## src/rtl/fpsc_pkg.sv

```systemverilog
package fpsc_pkg;
    localparam int REG_W     = 32;
    localparam int EXC_N     = 5;
    localparam int RM_LSB    = 0;
    localparam int RM_W      = 2;
    localparam int FLAG_LSB  = 2;
    localparam int EN_LSB    = FLAG_LSB + EXC_N;
    localparam int CAUSE_LSB = EN_LSB + EXC_N;
    localparam int DN_BIT    = 18;
    localparam logic [RM_W-1:0] RM_TO_ZERO = 2'b01;

    // bit index inside every exception group
    localparam int X_INEXACT   = 0;
    localparam int X_UNDERFLOW = 1;
    localparam int X_OVERFLOW  = 2;
    localparam int X_DIVZERO   = 3;
    localparam int X_INVALID   = 4;

    typedef logic [EXC_N-1:0] exc_vec_t;
    typedef enum logic {ST_CALM = 1'b0, ST_RAISE = 1'b1} trap_state_e;

    function automatic logic [REG_W-1:0] impl_mask();
        logic [REG_W-1:0] m;
        m = '0;
        for (int i = 0; i < CAUSE_LSB + EXC_N; i++) m[i] = 1'b1;
        m[DN_BIT] = 1'b1;
        return m;
    endfunction
endpackage

```

## src/rtl/fpsc_exc_gather.sv

```systemverilog
module fpsc_exc_gather
    import fpsc_pkg::*;
(
    input  logic     op_rsqrt,
    input  exc_vec_t raw,
    output exc_vec_t cause,
    output logic     any_cause
);
    always_comb begin
        cause = raw;
        // approximation op reports inexact when nothing else was raised
        if (op_rsqrt && raw == '0) cause[X_INEXACT] = 1'b1;
        any_cause = |cause;
    end

    always_comb begin
        assert_rsqrt_inexact_R8: assert (!(op_rsqrt && raw == '0) || cause == exc_vec_t'(1))
            else $error("approximation op lost its inexact cause");
    end
endmodule

```

## src/rtl/fpsc_ctl_decode.sv

```systemverilog
module fpsc_ctl_decode
    import fpsc_pkg::*;
(
    input  logic [REG_W-1:0] csr,
    output logic             round_trunc,
    output logic             flush_zero
);
    always_comb begin
        round_trunc = (csr[RM_LSB +: RM_W] == RM_TO_ZERO);
        flush_zero  = csr[DN_BIT];
    end
endmodule

```

## src/rtl/fpsc_trap_fsm.sv

```systemverilog
module fpsc_trap_fsm
    import fpsc_pkg::*;
#(
    parameter int              CODE_W    = 12,
    parameter logic [CODE_W-1:0] TRAP_CODE = 12'h120
) (
    input  logic              clk,
    input  logic              rst_n,
    input  logic              fire,
    output logic              trap_req,
    output logic [CODE_W-1:0] trap_code
);
    trap_state_e state_q, state_d;

    always_ff @(posedge clk or negedge rst_n) begin
        if (!rst_n) state_q <= ST_CALM;
        else        state_q <= state_d;
    end

    always_comb begin
        state_d = state_q;
        unique case (state_q)
            ST_CALM:  state_d = fire ? ST_RAISE : ST_CALM;
            ST_RAISE: state_d = fire ? ST_RAISE : ST_CALM;
            default:  state_d = ST_CALM;
        endcase
    end

    always_comb begin
        trap_req  = 1'b0;
        trap_code = '0;
        unique case (state_q)
            ST_CALM:  ;
            ST_RAISE: begin
                trap_req  = 1'b1;
                trap_code = TRAP_CODE;
            end
            default:  ;
        endcase
    end

    assert_pulse_follows_fire_R9: assert property (@(posedge clk) disable iff (!rst_n)
        trap_req |-> $past(fire))
        else $error("trap without a trapping operation");
    assert_fire_gives_trap_R6: assert property (@(posedge clk) disable iff (!rst_n)
        fire |=> (trap_req && trap_code == TRAP_CODE))
        else $error("trapping operation without request");
endmodule

```

## src/rtl/fpsc_unit.sv

```systemverilog
module fpsc_unit
    import fpsc_pkg::*;
#(
    parameter int                CODE_W    = 12,
    parameter logic [CODE_W-1:0] TRAP_CODE = 12'h120
) (
    input  logic              clk,
    input  logic              rst_n,
    input  logic              wr_en,
    input  logic [31:0]       wr_data,
    input  logic              op_done,
    input  logic              op_rsqrt,
    input  logic              exc_invalid,
    input  logic              exc_divzero,
    input  logic              exc_overflow,
    input  logic              exc_underflow,
    input  logic              exc_inexact,
    output logic [31:0]       csr_q,
    output logic              round_trunc,
    output logic              flush_zero,
    output logic              trap_req,
    output logic [CODE_W-1:0] trap_code
);
    localparam logic [REG_W-1:0] MASK = impl_mask();

    exc_vec_t         raw, cause;
    logic             any_cause;
    logic             do_op;
    logic             fire;
    logic [REG_W-1:0] csr_d;

    always_comb begin
        raw = '0;
        raw[X_INVALID]   = exc_invalid;
        raw[X_DIVZERO]   = exc_divzero;
        raw[X_OVERFLOW]  = exc_overflow;
        raw[X_UNDERFLOW] = exc_underflow;
        raw[X_INEXACT]   = exc_inexact;
    end

    fpsc_exc_gather u_gather (
        .op_rsqrt  (op_rsqrt),
        .raw       (raw),
        .cause     (cause),
        .any_cause (any_cause)
    );

    assign do_op = op_done && !wr_en;
    assign fire  = do_op && |(cause & csr_q[EN_LSB +: EXC_N]);

    always_comb begin
        csr_d = csr_q;
        if (wr_en) begin
            csr_d = wr_data & MASK;
        end else if (op_done) begin
            csr_d[CAUSE_LSB +: EXC_N] = cause;
            if (any_cause)
                csr_d[FLAG_LSB +: EXC_N] = csr_q[FLAG_LSB +: EXC_N] | cause;
        end
    end

    always_ff @(posedge clk or negedge rst_n) begin
        if (!rst_n) csr_q <= '0;
        else        csr_q <= csr_d;
    end

    fpsc_ctl_decode u_decode (
        .csr         (csr_q),
        .round_trunc (round_trunc),
        .flush_zero  (flush_zero)
    );

    fpsc_trap_fsm #(.CODE_W(CODE_W), .TRAP_CODE(TRAP_CODE)) u_trap (
        .clk       (clk),
        .rst_n     (rst_n),
        .fire      (fire),
        .trap_req  (trap_req),
        .trap_code (trap_code)
    );

    assert_unimpl_zero_R1: assert property (@(posedge clk) disable iff (!rst_n)
        (csr_q & ~MASK) == '0)
        else $error("unimplemented bit set");
    assert_trunc_after_load_R2: assert property (@(posedge clk) disable iff (!rst_n)
        (wr_en && wr_data[1:0] == 2'b01) |=> round_trunc)
        else $error("truncation not selected");
    assert_flush_after_load_R3: assert property (@(posedge clk) disable iff (!rst_n)
        wr_en |=> (flush_zero == $past(wr_data[DN_BIT])))
        else $error("flush control mismatch");
    assert_quiet_op_R7: assert property (@(posedge clk) disable iff (!rst_n)
        (op_done && !wr_en && !op_rsqrt && raw == '0) |=>
            (csr_q[CAUSE_LSB +: EXC_N] == '0 && !trap_req))
        else $error("quiet op left a cause or trapped");
    assert_flags_sticky_R5: assert property (@(posedge clk) disable iff (!rst_n)
        !wr_en |=> ((csr_q[FLAG_LSB +: EXC_N] & $past(csr_q[FLAG_LSB +: EXC_N]))
                    == $past(csr_q[FLAG_LSB +: EXC_N])))
        else $error("sticky flag lost");
    assert_load_wins_R10: assert property (@(posedge clk) disable iff (!rst_n)
        wr_en |=> (csr_q == ($past(wr_data) & MASK) && !trap_req))
        else $error("load lost priority");
endmodule

```

## config.mk

```make
export PLATFORM = sky130hd
export DESIGN_NAME = fpsc_unit
export DESIGN_NICKNAME = d
export VERILOG_FILES = /design/src/rtl/fpsc_pkg.sv /design/src/rtl/fpsc_exc_gather.sv /design/src/rtl/fpsc_ctl_decode.sv /design/src/rtl/fpsc_trap_fsm.sv /design/src/rtl/fpsc_unit.sv
export SDC_FILE = /design/constraint.sdc
export NUM_CORES = 1
export LEC_CHECK = 0
export ABC_AREA = 1
export BUFFER_PORTS_ARGS = -buffer_cell sky130_fd_sc_hd__buf_2
export CAP_MARGIN = 20
export CORE_MARGIN = 2
export CORE_UTILIZATION = 40
export DETAILED_ROUTE_END_ITERATION = 10
export HOLD_SLACK_MARGIN = 0.1
export MAX_ROUTING_LAYER = met4
export PLACE_DENSITY = 0.77
export RECOVER_POWER = 50
export SYNTH_ARGS = -nofsm -noshare
export SYNTH_HDL_FRONTEND = slang
export SYNTH_SLANG_ARGS = --single-unit
```

## constraint.sdc

```tcl
create_clock -name clk -period 1.3 [get_ports clk]
set_clock_uncertainty 0.15 [all_clocks]
set_input_delay 0.065 -clock clk [delete_from_list [all_inputs] [get_ports clk]]
set_output_delay 0.065 -clock clk [all_outputs]
set_load 0.01 [all_outputs]
```

# After elaboration in Yosys (flattened, before gate mapping)
# Cells that the tools add are included.
# word_totals
regBits,19
elab_cells,26
out_inout_bits,47
in_bits,42
# op_classes
bitwise,2
n_reduce_logical,10
n_mux,9
eq_ne,1
# op_table
operator,n
$mux 5,5
$reduce_or 5->1,2
$mux 9,1
$and 5x5->5,1
$logic_not 5->1,1
$or 5x5->5,1
$reduce_bool 2->1,2
$logic_and 1x1->1,3
$mux 1,3
$eq 2x1->1 const B,1
$reduce_and 2->1,1
$logic_not 1->1,1

# Longest topological paths before layout
# Gate-level depths: netlist of run 1.
# depth
ltp_word,7
ltp_mapped,7
mapped_depth_nobuf,7

# Modules after synthesis
# Synthesis of run 1 repeated with hierarchy kept, for this count alone.
# unflattened
cells_unflattened,144
hier_area_um2,1133.6
# by_module_without_submodules
mod,seq_area_each_um2,cells_per_inst,instances,area_per_inst_um2
fpsc_unit,450.4,115,1,927.1
fpsc_trap_fsm,25.0,14,1,118.9
fpsc_exc_gather,0.0,12,1,70.1
fpsc_ctl_decode,0.0,3,1,17.5

# Least setup slack after synthesis of run 1
# OpenSTA, ideal clock, no wires.
# synth_path
path_kind,register -> register
startpoint,reg csr_q[10]
endpoint,reg u_trap.state_q
setup_time_ps,123
setup_slack_ps,235
path_buffers,0
required_ps,1027
period_less_slack_ps,1065
t_arrival_ps,792
path_stages_with_launch,4
cell_sequence,dfrtp_1 > a22o_1 > o21ai_1 > o21ai_1
# synth_via
elab_chain_len,4
# synth_rtl
item,line,text
start: declaration,fpsc_unit.sv:18,"output logic [31:0] csr_q,"
start signal: assignment,fpsc_unit.sv:64,else csr_q <= csr_d;
$and 5x5->5,fpsc_unit.sv:49,assign fire = do_op && |(cause & csr_q[EN_LSB +: EXC_N]);
$reduce_or 5->1,fpsc_unit.sv:49,
$logic_and 1x1->1,fpsc_unit.sv:49,
named net fire,fpsc_unit.sv:29,logic fire;
$mux 1,"fpsc_trap_fsm.sv:23, fpsc_trap_fsm.sv:24",
end signal: assignment,fpsc_trap_fsm.sv:17,else state_q <= state_d;
end: declaration,fpsc_trap_fsm.sv:13,"trap_state_e state_q, state_d;"
# The timed path passes the listed nets, and every way through them passes these cells.
# A chain may end at the register's enable or synchronous reset.

# Worst setup path in the final report of run 1
# layout_path
startpoint,in wr_en
endpoint,reg csr_q[5]
# layout_via
elab_chain_len,2
elab_cells_between_ends,4
cone_classes,1 x mux; 3 x reduce/logical
# layout_rtl
item,line,text
start: declaration,fpsc_unit.sv:9,"input logic wr_en,"
$reduce_bool 2->1 (no line),n/a,
$reduce_and 2->1 (no line),n/a,
# Parallel ways exist; a longest one is shown, timed or not.

==> flow_summary.json, run 1 <==
{
  "io_buffer_count": 50,
  "violations": "design-rule violations",
  "drv_slew": 0,
  "cp-startpoint": "wr_en",
  "wl_per_cell_um": 11.8,
  "cp.required_ns": 1.40,
  "start_kind": "input pin",
  "clock_path_buffers": 2,
  "postCtsSetupRepairBufs": 0,
  "fin_cells": 265,
  "worst_slack_ns": 0.0708,
  "finalCriticalPeriod_ns": 1.23,
  "ys.flop_type": "dfrtp_1",
  "synth_cells": 152,
  "htreeDepth": 1,
  "cp.arrival_ns": 1.33,
  "crit_type": "input pin to register",
  "p_seq_share_pct": 48.8,
  "n_antenna_cell": 0,
  "fin_util_pct": 61.3,
  "stdcell_area_um2": 1720,
  "rsz0062_at_grt": "no",
  "grt_antenna_before_repair": 0,
  "first_pass_iters": 7,
  "dp_hpwl_um": 2010,
  "ant_nets": 0,
  "syn_area_um2": 1190,
  "ys_types": 23,
  "drtIter0Drc": 34,
  "holdWs_ns": 0.102,
  "worstHoldPathType": "input pin to register",
  "path_max_fanout": 8,
  "synth_common_cells": "nand2_1, buf_4, dfrtp_1",
  "internal-power_mw": 0.948,
  "yosysWarnings": 0,
  "p_leak_nw": 0.905,
  "worstPathCellList": "buf_2, dlygate4sd3_1, nor2_4, inv_4, nand2_4, nand2_1, nand2_1",
  "max_cap_viol_count": 0,
  "place_area_um2": 1340,
  "max_freq_mhz": 814,
  "die_w_um": 58.6,
  "post-place-ws_ns": 0.0357,
  "gp_congestion": 0.788,
  "status": "complete, but fails checks",
  "gr-total-overflow": 0,
  "period_share_pct": 94.6,
  "clkPwrFrac_pct": 21.7,
  "synth_top_cell_by_area": "dfrtp_1",
  "clock_latency_ns": 0.30,
  "grtUsageTotal_pct": 19.5,
  "fin_total_pwr_mw": 1.42,
  "synthTopCellsByArea": "dfrtp_1, nand2_1, buf_4",
  "cp_top_family": "buffers and inverters",
  "grt_pass1_vias": 1090,
  "finalHoldViolCount": 0,
  "worst-r2r-cell-count": 3,
  "swShare_pct": 33.0,
  "worst_setup_path_end_kind": "register",
  "rows": 19,
  "drt_wl_total_um": 3140,
  "die_height_um": 58.6,
  "drt-vias-per-instance": 4.35,
  "grt_max_degree": 20,
  "reg2reg_to": "u_trap.state_q$_DFF_PN0_",
  "min-delay-start": "exc_overflow",
  "crit_cells": 7,
  "io_pins": 89,
  "max_stage_delay_ns": 0.60,
  "cts_sinks": 19,
  "cp_slowest_cell": "dlygate4sd3_1",
  "r2r_slack_ns": 0.17,
  "critPathCapture": "csr_q[5]$_DFFE_PN0P_",
  "synth-edff-count": 0,
  "cp_common_cell": "nand2_1",
  "start_util_pct": 42.5,
  "nNetsFinal": 277,
  "async_flop_share_pct": 100,
  "dieArea_um2": 3430,
  "r2r-start": "csr_q[10]$_DFFE_PN0P_",
  "clockRootBuffer": "clkbuf_4",
  "power_density_nw_per_um2": 824,
  "grt_pass1_wl_um": 4920,
  "drive_gt1_share_pct": 17.9,
  "crit_buf_inv": 3,
  "core-area_um2": 2810,
  "tns_ns": 0,
  "power.switching_mw": 0.468,
  "drc": 6,
  "cts_tree": "done",
  "ys_ff_latch": 19,
  "synth.avg_cell_area_um2": 7.84,
  "place_inst": 226,
  "power_frac_comb_pct": 29.6,
  "clk_pin_slew_ns": 0.12,
  "synth_top_cell_area_share_pct": 39.9,
  "setup_viol": 0,
  "syn2layout_area_growth_pct": 44.2,
  "yosysSeqAreaShare_pct": 39.9,
  "yosysMostFrequentCell": "nand2_1",
  "irDropWorstVdd_v": 0.000650,
  "dr_total_vias": 1154,
  "cts_buffers": 3
}
==> power groups by stage <==
stage	logic (mW)	clock network, mW	registers (mW)
after floorplan	0.228	0	0.725
after global placement	0.340	0	0.697
after detailed placement	0.347	0	0.699
after CTS	0.437	0.318	0.688
after global routing	0.467	0.343	0.699
final	0.419	0.307	0.691
==> logic make-up after synthesis <==
| kind of cell | after synthesis | synth area share [%] |
|---|---|---|
| AND/OR/NAND/NOR | 84 | 33.2 |
| buffers and inverters | 39 | 22.6 |
| flip-flops | 19 | 39.9 |
| AO/OA/AOI/OAI | 9 | 4.09 |
| other | 1 | 0.314 |
==> layout by cell type (no fill, tap or decap), types with 3 or more instances in the layout <==
cell type / count
o21ai_0: 5
dfrtp_1: 19
nand2_1: 59
nor2_1: 4
buf_2: 24
conb_1: 24
clkbuf_4: 4
inv_1: 5
dlygate4sd3_1: 35
nor2_4: 4
o21ai_1: 3
nand3_1: 10
clkbuf_1: 22
dlymetal6s4s_1: 3
==> metal layers <==
| layer | track usage [%] | routed length, um |
|---|---|---|
| met1 | 23.8 | 1260 |
| met2 | 33.9 | 1630 |
| met3 | 4.40 | 217 |
| met4 | 2.60 | 31 |
| met5 | - | 0 |
==> registers in the layout, indices dropped and copies added, names as in the netlist <==
signal / flops
u_trap.state_q: 1
csr_q: 18
==> how the worst min path moves through the flow <==
stage                                        to  slack (ns)  cells after the start
after floorplan            csr_q[0]$_DFFE_PN0P_       -0.38                      0
after global placement     csr_q[7]$_DFFE_PN0P_       -0.12                      1
after detailed placement  csr_q[12]$_DFFE_PN0P_       -0.11                      1
after CTS                  csr_q[2]$_DFFE_PN0P_        0.11                      7
after global routing      csr_q[14]$_DFFE_PN0P_        0.13                      3
final                     csr_q[14]$_DFFE_PN0P_        0.10                      3
==> worst min-delay path: cells and delay by family <==
| kind | cells | cell delay (ns) |
|---|---|---|
| buffers and inverters | 1 | 0.28 |
| AND/OR/NAND/NOR | 2 | 0.17 |
==> final cells by class <==
cell class	count	area, um^2
inverter	8	37.5
clock inverter	1	5.00
timing repair buffer	86	606
sequential	19	475
clock buffer	3	22.5
tap	31	38.8
fill	257	1090
multi-input combinational	117	534
==> repair_timing <==
item / 4_1_cts / 5_1_grt
hold endpoints to repair: 38 / 0
setup endpoints to repair: 0 / 24
hold buffers: 38 / 0
gates resized for setup: 0 / 4
No activity file was read; power rests on OpenSTA's default activity.
==> run 2, diff against run 1 <==
- PLACE_DENSITY: 0.77 -> 0.8
==> run 2 against run 1 <==
  * The run still ends with design-rule violations left
  * Clock power is 2% higher
  * Via count is 2.3% lower
  * Cell count fell by 2.3%
  * Setup slack improved by 0.0074 ns
  * Count of clock-buffer cells in the layout rose by 1
  * Critical endpoint is now csr_q[4]$_DFFE_PN0P_
==> flow_summary.json, run 2 (synthesis results as in run 1) <==
{
  "period_share_pct": 94.0,
  "clk_pin_slew_ns": 0.12,
  "irDropWorstVdd_v": 0.000757,
  "max_freq_mhz": 818,
  "nNetsFinal": 271,
  "setup_viol": 0,
  "postCtsSetupRepairBufs": 0,
  "htreeDepth": 1,
  "cp.required_ns": 1.35,
  "cp.arrival_ns": 1.27,
  "top_register": "csr_q",
  "drt_wl_total_um": 2950,
  "seq_area_um2": 475,
  "clock_latency_ns": 0.30,
  "ant_nets": 0,
  "max_cap_viol_count": 0,
  "start_kind": "input pin",
  "die_height_um": 58.6,
  "grt_pass1_wl_um": 4800,
  "first_pass_iters": 8,
  "dieArea_um2": 3430,
  "fillers": 285,
  "dp_hpwl_um": 1960,
  "grt_max_degree": 20,
  "dr_total_vias": 1128,
  "wl_per_cell_um": 11.4,
  "drtIter0Drc": 17,
  "largest_reg_flops": 18,
  "grtUsageTotal_pct": 18.7,
  "cts_tree": "done",
  "place_area_um2": 1350,
  "gp_congestion": 0.853,
  "n_antenna_cell": 0,
  "grt_antenna_before_repair": 0,
  "fin_total_pwr_mw": 1.40,
  "fin_util_pct": 59.0,
  "drive_gt1_share_pct": 18.9,
  "finalHoldViolCount": 0,
  "io_pins": 89,
  "multiInputGateArea_um2": 534,
  "fin_cells": 259,
  "clockRootBuffer": "clkbuf_4",
  "power_density_nw_per_um2": 847,
  "drc": 5,
  "final_common_cell": "nand2_1",
  "worstHoldPathType": "input pin to register",
  "start_util_pct": 42.5,
  "worst_setup_path_end_kind": "register",
  "gr-total-overflow": 0,
  "crit_type": "input pin to register",
  "finalCriticalPeriod_ns": 1.22,
  "drv_slew": 0,
  "rows": 19,
  "status": "complete, but fails checks",
  "stdcell_area_um2": 1660,
  "tns_ns": 0,
  "place_inst": 227,
  "rsz0062_at_grt": "no",
  "syn2layout_area_growth_pct": 38.8,
  "cts_buffers": 3,
  "grt_pass1_vias": 1151,
  "path_max_fanout": 7,
  "p_leak_nw": 0.877,
  "drt-vias-per-instance": 4.36,
  "final_cell_mix": "nand2_1, dlygate4sd3_1, conb_1, buf_2, clkbuf_1",
  "io_buffer_count": 50,
  "core-area_um2": 2810,
  "die_w_um": 58.6,
  "clock_path_buffers": 2,
  "reg_top3": "csr_q: 18 flops, u_trap.state_q: 1 flops",
  "cts_sinks": 19,
  "violations": "design-rule violations"
}
## run 2: power breakdown
part / internal, mW / switching [mW] / total [mW]
sequential: 0.649 / 0.0415 / 0.690
clock: 0.120 / 0.192 / 0.312
combinational: 0.173 / 0.227 / 0.400
## run 2: critical path, stage by stage
cell           delay (ns)
buf_2                0.13
dlygate4sd3_1        0.62
nor2_4               0.23
inv_4                0.08
nand3_1              0.09
nand2_1              0.06
## run 2: per-stage QoR
| step | worst slack [ns] | hold slack [ns] |
|---|---|---|
| floorplan | 0.235 | -0.381 |
| global placement | 0.146 | -0.128 |
| detailed placement | 0.122 | -0.116 |
| CTS | 0.0149 | 0.0884 |
| global route | 0.00421 | 0.114 |
| finish | 0.0782 | 0.0649 |
## run 2: final timing paths
kind | startpoint | end | slack [ns] | depth (start not counted)
worst min-delay path | exc_divzero | csr_q[15]$_DFFE_PN0P_ | 0.06 | 3
worst min register to register | csr_q[6]$_DFFE_PN0P_ | csr_q[6]$_DFFE_PN0P_ | 0.35 | 2
max in group asynchronous | rst_n | csr_q[4]$_DFFE_PN0P_ | 0.21 | 3
min in group asynchronous | rst_n | csr_q[7]$_DFFE_PN0P_ | 0.57 | 3
worst max register to register | csr_q[10]$_DFFE_PN0P_ | u_trap.state_q$_DFF_PN0_ | 0.18 | 3
worst max-delay path | wr_en | csr_q[4]$_DFFE_PN0P_ | 0.08 | 6
## run 2: cell type report
| class | count | area share [%] |
|---|---|---|
| Tap cell | 31 | 2.34 |
| Timing Repair Buffer | 80 | 32.8 |
| Multi-Input combinational cell | 117 | 32.3 |
| Inverter | 8 | 2.27 |
| Clock buffer | 4 | 1.59 |
| Sequential cell | 19 | 28.7 |
## run 2: routing by layer
layer	vias up	global-route usage [%]	part of all wire (%)
met2	49	35.6	53
met5	-	-	0
met4	0	3.90	1.8
met1	498	19.8	40
li1	575	-	-
met3	6	3.96	5.7
## run 2: repair_timing
action / in CTS / in global routing
setup endpoints to repair: 0 / 24
hold endpoints to repair: 38 / 0
resized for setup: 0 / 4
hold buffers: 31 / 0
